==> src/rtl/oversampled_rx_pkg.sv <==
package oversampled_rx_pkg;

  // Register select values on the bus
  localparam logic SEL_STATUS = 1'b0;
  localparam logic SEL_DATA   = 1'b1;

  // Control and status bit positions (software decodes these)
  localparam int CTL_PAR_EN   = 0;
  localparam int CTL_PAR_ODD  = 1;
  localparam int CTL_IRQ_EN   = 2;
  localparam int CTL_W        = 3;
  localparam int ST_FULL      = 3;
  localparam int ST_FRAME     = 4;
  localparam int ST_PARITY    = 5;
  localparam int ST_OVERRUN   = 6;
  localparam int ST_W         = 7;

  // Strobes from the sequencer to the datapath
  typedef struct packed {
    logic clearAcc;     // start confirmed: reset parity accumulator
    logic shiftBit;     // take one data bit
    logic sampleParity; // take the parity bit
    logic finishFrame;  // stop bit sampled: frame complete
  } rxStrobe_t;

  typedef enum logic [2:0] {
    RX_IDLE,
    RX_START,
    RX_DATA,
    RX_PARITY,
    RX_STOP
  } rxState_t;

endpackage

==> src/rtl/oversampled_rx_ctrl.sv <==
module oversampled_rx_ctrl
  import oversampled_rx_pkg::*;
#(
  parameter int OSR    = 8,
  parameter int DATA_W = 8
) (
  input  logic      clk,
  input  logic      rstN,
  input  logic      tickEn,
  input  logic      rxBit,
  input  logic      parEn,
  output rxStrobe_t strobe
);

  localparam int TW   = (OSR > 2) ? $clog2(OSR) : 1;
  localparam int BW   = (DATA_W > 2) ? $clog2(DATA_W) : 1;
  localparam int HALF = OSR / 2;
  localparam logic [TW-1:0] HALF_LAST = TW'(HALF - 1);
  localparam logic [TW-1:0] BIT_LAST  = TW'(OSR - 1);
  localparam logic [BW-1:0] DATA_LAST = BW'(DATA_W - 1);

  rxState_t      state, stateNext;
  logic [TW-1:0] tickCnt, tickCntNext;
  logic [BW-1:0] bitCnt, bitCntNext;

  always_comb begin
    stateNext   = state;
    tickCntNext = tickCnt;
    bitCntNext  = bitCnt;
    strobe      = '0;
    if (tickEn) begin
      unique case (state)
        RX_IDLE: begin
          if (!rxBit) begin
            stateNext   = RX_START;
            tickCntNext = '0;
          end
        end
        RX_START: begin
          if (tickCnt == HALF_LAST) begin
            tickCntNext = '0;
            if (!rxBit) begin
              stateNext       = RX_DATA;
              bitCntNext      = '0;
              strobe.clearAcc = 1'b1;
            end else begin
              stateNext = RX_IDLE;
            end
          end else begin
            tickCntNext = tickCnt + 1'b1;
          end
        end
        RX_DATA: begin
          if (tickCnt == BIT_LAST) begin
            tickCntNext     = '0;
            strobe.shiftBit = 1'b1;
            if (bitCnt == DATA_LAST) begin
              stateNext = parEn ? RX_PARITY : RX_STOP;
            end else begin
              bitCntNext = bitCnt + 1'b1;
            end
          end else begin
            tickCntNext = tickCnt + 1'b1;
          end
        end
        RX_PARITY: begin
          if (tickCnt == BIT_LAST) begin
            tickCntNext         = '0;
            strobe.sampleParity = 1'b1;
            stateNext           = RX_STOP;
          end else begin
            tickCntNext = tickCnt + 1'b1;
          end
        end
        RX_STOP: begin
          if (tickCnt == BIT_LAST) begin
            tickCntNext        = '0;
            strobe.finishFrame = 1'b1;
            // back to idle at once: a low stop level can re-arm the start detector
            stateNext          = RX_IDLE;
          end else begin
            tickCntNext = tickCnt + 1'b1;
          end
        end
        default: stateNext = RX_IDLE;
      endcase
    end
  end

  always_ff @(posedge clk or negedge rstN) begin
    if (!rstN) begin
      state   <= RX_IDLE;
      tickCnt <= '0;
      bitCnt  <= '0;
    end else begin
      state   <= stateNext;
      tickCnt <= tickCntNext;
      bitCnt  <= bitCntNext;
    end
  end

endmodule

==> src/rtl/oversampled_rx_dp.sv <==
module oversampled_rx_dp
  import oversampled_rx_pkg::*;
#(
  parameter int DATA_W      = 8,
  parameter int BUS_W       = 8,
  parameter int SYNC_STAGES = 2
) (
  input  logic              clk,
  input  logic              rstN,
  input  logic              rxAsync,
  output logic              rxBit,
  input  rxStrobe_t         strobe,
  input  logic              busSel,
  input  logic              busWr,
  input  logic              busRd,
  input  logic [CTL_W-1:0]  busWdata,
  output logic [BUS_W-1:0]  busRdata,
  output logic              irq,
  output logic [ST_W-1:0]   statusWord,
  output logic [DATA_W-1:0] dataWord
);

  // Input synchronizer, reset to the idle (high) level
  logic [SYNC_STAGES-1:0] syncChain;

  generate
    for (genvar s = 0; s < SYNC_STAGES; s++) begin : g_sync
      always_ff @(posedge clk or negedge rstN) begin
        if (!rstN) syncChain[s] <= 1'b1;
        else if (s == 0) syncChain[s] <= rxAsync;
        else syncChain[s] <= syncChain[(s > 0) ? s - 1 : 0];
      end
    end
  endgenerate

  assign rxBit = syncChain[SYNC_STAGES-1];

  // Receive shift path
  logic [DATA_W-1:0] shiftReg;
  logic              parAcc;
  logic              parBit;

  always_ff @(posedge clk or negedge rstN) begin
    if (!rstN) begin
      shiftReg <= '0;
      parAcc   <= 1'b0;
      parBit   <= 1'b0;
    end else begin
      if (strobe.clearAcc) begin
        parAcc <= 1'b0;
        parBit <= 1'b0;
      end
      if (strobe.shiftBit) begin
        shiftReg <= {rxBit, shiftReg[DATA_W-1:1]};
        parAcc   <= parAcc ^ rxBit;
      end
      if (strobe.sampleParity) parBit <= rxBit;
    end
  end

  // Register file
  logic [CTL_W-1:0]  ctrlReg;
  logic [DATA_W-1:0] dataReg;
  logic              rxFull, frameErr, parityErr, overrun;
  logic              statusRd, dataRd, frameDone, stopLow, parMismatch, loadByte;

  assign statusRd    = busRd && (busSel == SEL_STATUS);
  assign dataRd      = busRd && (busSel == SEL_DATA);
  assign frameDone   = strobe.finishFrame;
  assign stopLow     = frameDone && !rxBit;
  assign parMismatch = frameDone && ctrlReg[CTL_PAR_EN] &&
                       ((parAcc ^ parBit) != ctrlReg[CTL_PAR_ODD]);
  assign loadByte    = frameDone && (!rxFull || dataRd);

  always_ff @(posedge clk or negedge rstN) begin
    if (!rstN) begin
      ctrlReg   <= '0;
      dataReg   <= '0;
      rxFull    <= 1'b0;
      frameErr  <= 1'b0;
      parityErr <= 1'b0;
      overrun   <= 1'b0;
    end else begin
      if (busWr && (busSel == SEL_STATUS)) ctrlReg <= busWdata;
      if (loadByte) dataReg <= shiftReg;
      // a new event in the same cycle wins over the read-clear
      rxFull    <= (rxFull & ~dataRd) | frameDone;
      frameErr  <= (frameErr & ~statusRd) | stopLow;
      parityErr <= (parityErr & ~statusRd) | parMismatch;
      overrun   <= (overrun & ~statusRd) | (frameDone & rxFull & ~dataRd);
    end
  end

  always_comb begin
    statusWord                 = '0;
    statusWord[CTL_W-1:0]      = ctrlReg;
    statusWord[ST_FULL]        = rxFull;
    statusWord[ST_FRAME]       = frameErr;
    statusWord[ST_PARITY]      = parityErr;
    statusWord[ST_OVERRUN]     = overrun;
  end

  assign dataWord = dataReg;
  assign irq      = ctrlReg[CTL_IRQ_EN] & rxFull;
  assign busRdata = (busSel == SEL_DATA) ? BUS_W'(dataReg) : BUS_W'(statusWord);

endmodule

==> src/rtl/oversampled_rx.sv <==
module oversampled_rx
  import oversampled_rx_pkg::*;
#(
  parameter int OSR         = 8,
  parameter int DATA_W      = 8,
  parameter int BUS_W       = 8,
  parameter int SYNC_STAGES = 2
) (
  input  logic             clk,
  input  logic             rstN,
  input  logic             tickEn,
  input  logic             rxIn,
  input  logic             busSel,
  input  logic             busWr,
  input  logic             busRd,
  input  logic [2:0]       busWdata,
  output logic [BUS_W-1:0] busRdata,
  output logic             irq
);

  rxStrobe_t         strobe;
  logic              rxBit;
  logic [ST_W-1:0]   statusWord;
  logic [DATA_W-1:0] dataWord;

  oversampled_rx_ctrl #(
    .OSR    (OSR),
    .DATA_W (DATA_W)
  ) u_ctrl (
    .clk    (clk),
    .rstN   (rstN),
    .tickEn (tickEn),
    .rxBit  (rxBit),
    .parEn  (statusWord[CTL_PAR_EN]),
    .strobe (strobe)
  );

  oversampled_rx_dp #(
    .DATA_W      (DATA_W),
    .BUS_W       (BUS_W),
    .SYNC_STAGES (SYNC_STAGES)
  ) u_dp (
    .clk        (clk),
    .rstN       (rstN),
    .rxAsync    (rxIn),
    .rxBit      (rxBit),
    .strobe     (strobe),
    .busSel     (busSel),
    .busWr      (busWr),
    .busRd      (busRd),
    .busWdata   (busWdata),
    .busRdata   (busRdata),
    .irq        (irq),
    .statusWord (statusWord),
    .dataWord   (dataWord)
  );

endmodule

==> config.mk <==
export PLATFORM = sky130hd
export DESIGN_NAME = oversampled_rx
export DESIGN_NICKNAME = d
export VERILOG_FILES = /design/src/rtl/oversampled_rx_pkg.sv /design/src/rtl/oversampled_rx_ctrl.sv /design/src/rtl/oversampled_rx_dp.sv /design/src/rtl/oversampled_rx.sv
export SDC_FILE = /design/constraint.sdc
export NUM_CORES = 1
export LEC_CHECK = 0
export BUFFER_PORTS_ARGS = -buffer_cell sky130_fd_sc_hd__buf_4
export CORE_UTILIZATION = 40
export DETAILED_ROUTE_END_ITERATION = 7
export PLACE_DENSITY_LB_ADDON = 0.08
export SLEW_MARGIN = 25
export SYNTH_ARGS = -nofsm -noshare
export SYNTH_HDL_FRONTEND = slang
export SYNTH_SLANG_ARGS = --single-unit
==> constraint.sdc <==
create_clock -name clk -period 2.3 [get_ports clk]
set_input_delay 0.115 -clock clk [delete_from_list [all_inputs] [get_ports clk]]
set_output_delay 0.115 -clock clk [all_outputs]
set_load 0.02 [all_outputs]
After elaboration in Yosys (flattened, before gate mapping)
Cells that the tools add are included.
{"block": "totals", "register_bits": 36, "input_bits": 10, "output_inout_bits": 9, "wordCells": 96}
{"block": "classes", "addsub": 2, "n_eq_ne": 16, "muxes": 29, "bitwise": 16, "n_reduce_logical": 19}
{"op": "3-bit 2-to-1 mux", "count": 13}
{"op": "3-bit one-hot mux with 5 select lines", "count": 1}
{"op": "1-bit 2-to-1 mux", "count": 10}
{"op": "2-bit by 1-bit inequality test with 1-bit output (second input constant)", "count": 5}
{"op": "3-bit by 2-bit equality test with 1-bit output (second input constant)", "count": 3}
{"op": "3-bit equality test (second input constant)", "count": 3}
{"op": "3-bit one-hot mux with 3 select lines", "count": 1}
{"op": "8-bit 2-to-1 mux", "count": 1}
{"op": "1-bit AND", "count": 7}
{"op": "1-bit logical AND", "count": 7}
{"op": "7-bit AND reduction", "count": 1}
{"op": "3-bit by 1-bit adder with 3-bit output (second input constant)", "count": 2}
{"op": "2-bit inequality test (second input constant)", "count": 3}
{"op": "3-bit one-hot mux with 2 select lines", "count": 1}
{"op": "6-bit AND reduction", "count": 1}
{"op": "2-bit nonzero test", "count": 3}
{"op": "4-bit 2-to-1 mux", "count": 1}
{"op": "1-bit bitwise OR", "count": 4}
{"op": "3-bit by 1-bit equality test with 1-bit output (second input constant)", "count": 1}
{"op": "3-bit logical NOT", "count": 1}
{"op": "1-bit inverter", "count": 3}
{"op": "3-bit AND reduction", "count": 1}
{"op": "3-bit nonzero test", "count": 1}
{"op": "3-bit OR reduction", "count": 1}
{"op": "5 further kinds", "count": 7}

Longest topological paths before layout
{"block": "logic_depth", "depth_word": 7, "mapped_depth": 6, "ltp_nobuf": 6}

By module
From an unflattened synthesis, not the netlist that was laid out.
{"block": "hier_totals", "cells_unflattened": 166, "area_unflattened_um2": 1910.6}
{"module": "oversampled_rx_dp", "instances": 1, "cells_each": 85, "area_per_inst_um2": 1186.1, "seq_area_each_um2": 678.2}
{"module": "oversampled_rx_ctrl", "instances": 1, "cells_each": 81, "area_per_inst_um2": 724.4, "seq_area_each_um2": 225.2}

Worst setup path before layout
OpenSTA, ideal clock, no wires.
{"block": "synth_timing", "path_type": "register to register", "start": "register u_ctrl.tickCnt[0]", "end": "register u_dp.dataReg[0], in the netlist u_dp.dataWord[0]", "setup_ns": 0.125, "arrival_time_ns": 1.548, "t_required_ns": 2.175, "path_slack_ns": 0.628, "stages_incl_launch_ff": 6, "path_buffers": 0, "synth_period_minus_slack_ns": 1.672, "path_cell_list": "dfrtp_1 > ha_1 > ha_1 > and3_1 > nand3_4 > mux2_2"}
{"block": "synth_via", "elab_chain_len": 5}
{"element": "start, declared", "line_no": "oversampled_rx_ctrl.sv:23", "source": "logic [TW-1:0] tickCnt, tickCntNext;"}
{"element": "start signal, assigned", "line_no": "oversampled_rx_ctrl.sv:97", "source": "tickCnt <= tickCntNext;"}
{"element": "3-bit equality test", "line_no": "oversampled_rx_ctrl.sv:76", "source": "if (tickCnt == BIT_LAST) begin"}
{"element": "1-bit 2-to-1 mux", "line_no": "oversampled_rx_ctrl.sv:76"}
{"element": "1-bit 2-to-1 mux", "line_no": "oversampled_rx_ctrl.sv:32", "source": "unique case (state)"}
{"element": "4-bit 2-to-1 mux", "line_no": "oversampled_rx_ctrl.sv:31", "source": "if (tickEn) begin"}
{"element": "1-bit logical AND", "line_no": "oversampled_rx_dp.sv:73", "source": "assign loadByte = frameDone && (!rxFull || dataRd);"}
{"element": "end signal, assigned", "line_no": "oversampled_rx_dp.sv:85", "source": "if (loadByte) dataReg <= shiftReg;"}
{"element": "end, declared", "line_no": "oversampled_rx_dp.sv:63", "source": "logic [DATA_W-1:0] dataReg;"}
Every way passes these cells.
A chain may end at the register's enable or synchronous reset.

Final worst setup path
{"block": "layout_timing", "start": "register u_ctrl.tickCnt[0]", "end": "register u_ctrl.bitCnt[0]"}
{"block": "layout_via", "elab_chain_len": 3, "word_cells_on_any_way": 5, "classes_between": "4 x eq/ne; 1 x reduce/logical"}
{"element": "3-bit equality test / 3-bit by 2-bit equality test with 1-bit output (equally long branches)", "line_no": "oversampled_rx_ctrl.sv:54, oversampled_rx_ctrl.sv:40"}
{"element": "2-bit by 1-bit inequality test with 1-bit output (no line)"}
{"element": "6-bit AND reduction (no line) (*)"}
{"element": "end signal, assigned", "line_no": "oversampled_rx_ctrl.sv:98", "source": "bitCnt <= bitCntNext;"}
{"element": "end, declared", "line_no": "oversampled_rx_ctrl.sv:24", "source": "logic [BW-1:0] bitCnt, bitCntNext;"}
Every way passes the cells marked *; elsewhere a longest branch is shown, timed or not.

==> run metrics <==
library cells used by synthesis=51; Routability Congestion=0.774; total congestion overflow=0; Worst Clk Skew=7.09 ps; crit path time final=1820 ps; Worst Tran Pin Value=642 ps; standard-cell row count=24; die area=5030 µm²; crit-path cells=ha_1 -> ha_1 -> nor4bb_1 -> o21ai_0 -> mux2_2; Mapped Cells=162; Post-synth ARST share=100%; Root Driver=clkbuf_8; Worst Path Required=2480 ps; initial antenna violation count=0; DR DRC count=0; Tot GR Track Use=16.9%; Post-Syn Area per Cell=11.7 µm²; CTS H-tree depth=2; Leakage=1.06 nW; number of vias per cell=5.39; first-pass GRT wire length=6.54 mm; vias in the first global route=1369; RSZ-0062 raised after global routing=false; clock slew seen by the registers of the worst setup and hold paths=80 ps; Initial Util=42.5%; DIE HEIGHT=71.0 µm; Synth top area share=44.7%; Slowest Stage Delay on Critical Path=410 ps; Max Cap Viol=0; Startpoint Class=flip-flop; Critical Path Fanout Max=7; Top delay family on crit path=adder cells; average wire per standard cell=15.6 µm; drt initial violations=90; IO Port Bufs=18; Yosys reg bits=36; critical path arrival=2000 ps; Max Slew Vio Count=0; CORE AREA=4470 µm²; syn_nets=179; # setup viols final=0; Hold Vio Cnt, Final=0; final hold slack=19.4 ps; Synth Cell Area=1900 µm²; Post-DRT Antenna Nets=0; clock latency on the worst-skew pair=290 ps; Top Ports=19; CP Buf/Inv Count=0; CTS sink count=36; sequential-to-total area share from yosys stat=47.5%; Worst Setup End Kind=flip-flop; CTS buffer count=5; Area Overhead vs Synth=15.7%; n_diodes=0; yosys warns=0; Final #Nets=199; Post-synth EDFFs=0; power per cell area=871 nW/µm²; chip width=71.0 µm; post-detailed-routing wire length=3.67 mm; via count=1267; CTS tree=done; Critical Path Most Common Cell=ha_1; deepest clock path buffer count=2; Post-DP HPWL=2.59 mm; largest net degree at the start of global routing=37; final worst-path cycle share=79.1%; Min-Delay Path Class=in2reg; DRT Pass-1 Iters=6; Top FF cell, synth=dfrtp_1; ratio of cells with drive above 1 in the final layout=35.5%; Fmax=0.550 GHz; maximum vdd drop=0.421 mV; status=finished clean; Slew HR=57.2%; Yosys top cell by area=dfrtp_1; Setup TNS Final=0 ps; Synth area leaders=dfrtp_1 45%, mux2_2 15%, ha_1 4.6%; critical path class=reg2reg; Slowest cell on crit path=dfrtp_1
-- state kept, by name, summed over array words and instances, names as in the netlist --
name and flops:
u_dp.dataWord 8, u_dp.shiftReg 8, u_ctrl.bitCnt 3, u_ctrl.state 3
u_ctrl.tickCnt 3, u_dp.ctrlReg 3, u_dp.frameErr 1, u_dp.overrun 1
u_dp.parAcc 1, u_dp.parBit 1, u_dp.parityErr 1, u_dp.rxBit 1
u_dp.rxFull 1, u_dp.syncChain 1
-- stage by stage --
step,std cells,instance area [µm²],util [%],worst slack (ps),power [mW]
4_1_cts,235,2200,49.2,472,1.93
5_1_grt,235,2200,49.2,295,2.04
6_report,235,2200,49.2,480,1.92
2_1_floorplan,162,1900,-,628,1.26
3_5_place_dp,225,2070,46.3,485,1.37
3_3_place_gp,225,2070,46.3,553,1.36
-- tightest hold or removal path: cells and delay by family --
| kind | cells | cell delay (ps) |
|---|---|---|
| buf+inv | 1 | 70 |
| simple gates | 1 | 30 |
| compound gates | 1 | 50 |
-- cells in the mapped netlist, types with 2 or more instances --
| cell | number |
|---|---|
| dfstp_2 | 2 |
| nor4bb_1 | 2 |
| o211a_1 | 2 |
| o21ai_1 | 2 |
| buf_2 | 5 |
| clkbuf_1 | 3 |
| a22o_1 | 3 |
| mux2_2 | 26 |
| o21ai_0 | 6 |
| and2_1 | 3 |
| inv_1 | 7 |
| ha_1 | 7 |
| and3_1 | 2 |
| o2bb2ai_1 | 2 |
| nor2b_1 | 4 |
| o22ai_1 | 2 |
| nand2_1 | 10 |
| nand2b_1 | 6 |
| dfrtp_1 | 34 |
| nor2_1 | 2 |
| a21oi_1 | 2 |
-- power by group --
part           total [mW]  switching (mW)  leakage [nW]  internal (mW)
clock               0.552           0.231        0.0541          0.321
sequential          0.824           0.120         0.478          0.704
combinational       0.541           0.263         0.528          0.278
-- kinds of logic after synthesis --
group | Yosys count | share of synthesized area (%)
buffers and inverters | 16 | 3.88
muxes | 27 | 16.0
xor gates and xnor gates | 2 | 0.921
DFF | 36 | 47.5
and+or+nand+nor | 42 | 14.3
AOI/OAI and AO/OA | 32 | 12.8
adders and majority gates | 7 | 4.61
-- cells in the final DEF, fill, tap and decap left out, types with 2 or more instances in the layout --
| cell type | instances |
|---|---|
| a21oi_1 | 2 |
| a22o_1 | 3 |
| and2_1 | 3 |
| and3_1 | 2 |
| buf_4 | 20 |
| clkbuf_8 | 5 |
| dfrtp_1 | 34 |
| dfstp_2 | 2 |
| dlygate4sd3_1 | 2 |
| ha_1 | 7 |
| inv_1 | 7 |
| mux2_2 | 26 |
| nand2_1 | 10 |
| nand2b_1 | 6 |
| nor2_1 | 2 |
| nor2b_1 | 4 |
| nor4bb_1 | 2 |
| o211a_1 | 2 |
| o21ai_0 | 6 |
| o21ai_1 | 2 |
| o22ai_1 | 2 |
| o2bb2ai_1 | 2 |
-- cell type report --
cell class / count / area [µm²]
Multi-Input combinational cell: 110 / 925
Inverter: 7 / 26.3
Tap cell: 52 / 65.1
Timing Repair Buffer: 22 / 170
Sequential cell: 36 / 903
Fill cell: 412 / 2270
Clock buffer: 5 / 68.8
Clock inverter: 3 / 42.5
-- final timing paths --
kind / start / to / slack (ps) / cells past startpoint
setup / recovery: u_ctrl.tickCnt[0] / u_ctrl.bitCnt[0] / 480 / 5
hold / removal: busWdata[0] / u_dp.ctrlReg[0] / 20 / 3
setup reg to reg: u_ctrl.tickCnt[0] / u_ctrl.bitCnt[0] / 480 / 5
hold reg to reg: u_dp.syncChain[0] / u_dp.rxBit / 360 / 0
max in group asynchronous: rstN / u_dp.rxBit / 1630 / 2
min in group asynchronous: rstN / u_dp.dataWord[2] / 320 / 2
-- metal layers --
layer / GRT usage (%) / vias to the layer above / routed length (µm)
li1: - / 624 / -
met1: 23.7 / 618 / 1900
met2: 24.6 / 19 / 1590
met3: 4.99 / 6 / 114
met4: 6.67 / 0 / 65
met5: 0 / - / 0
-- what timing repair did --
item / in CTS / in global routing
resized for setup: 0 / 0
endpoints found under the hold margin: 35 / 0
buffers inserted: 0 / 0
hold buffers: 2 / 0
(Power assumes the default switching activity.)
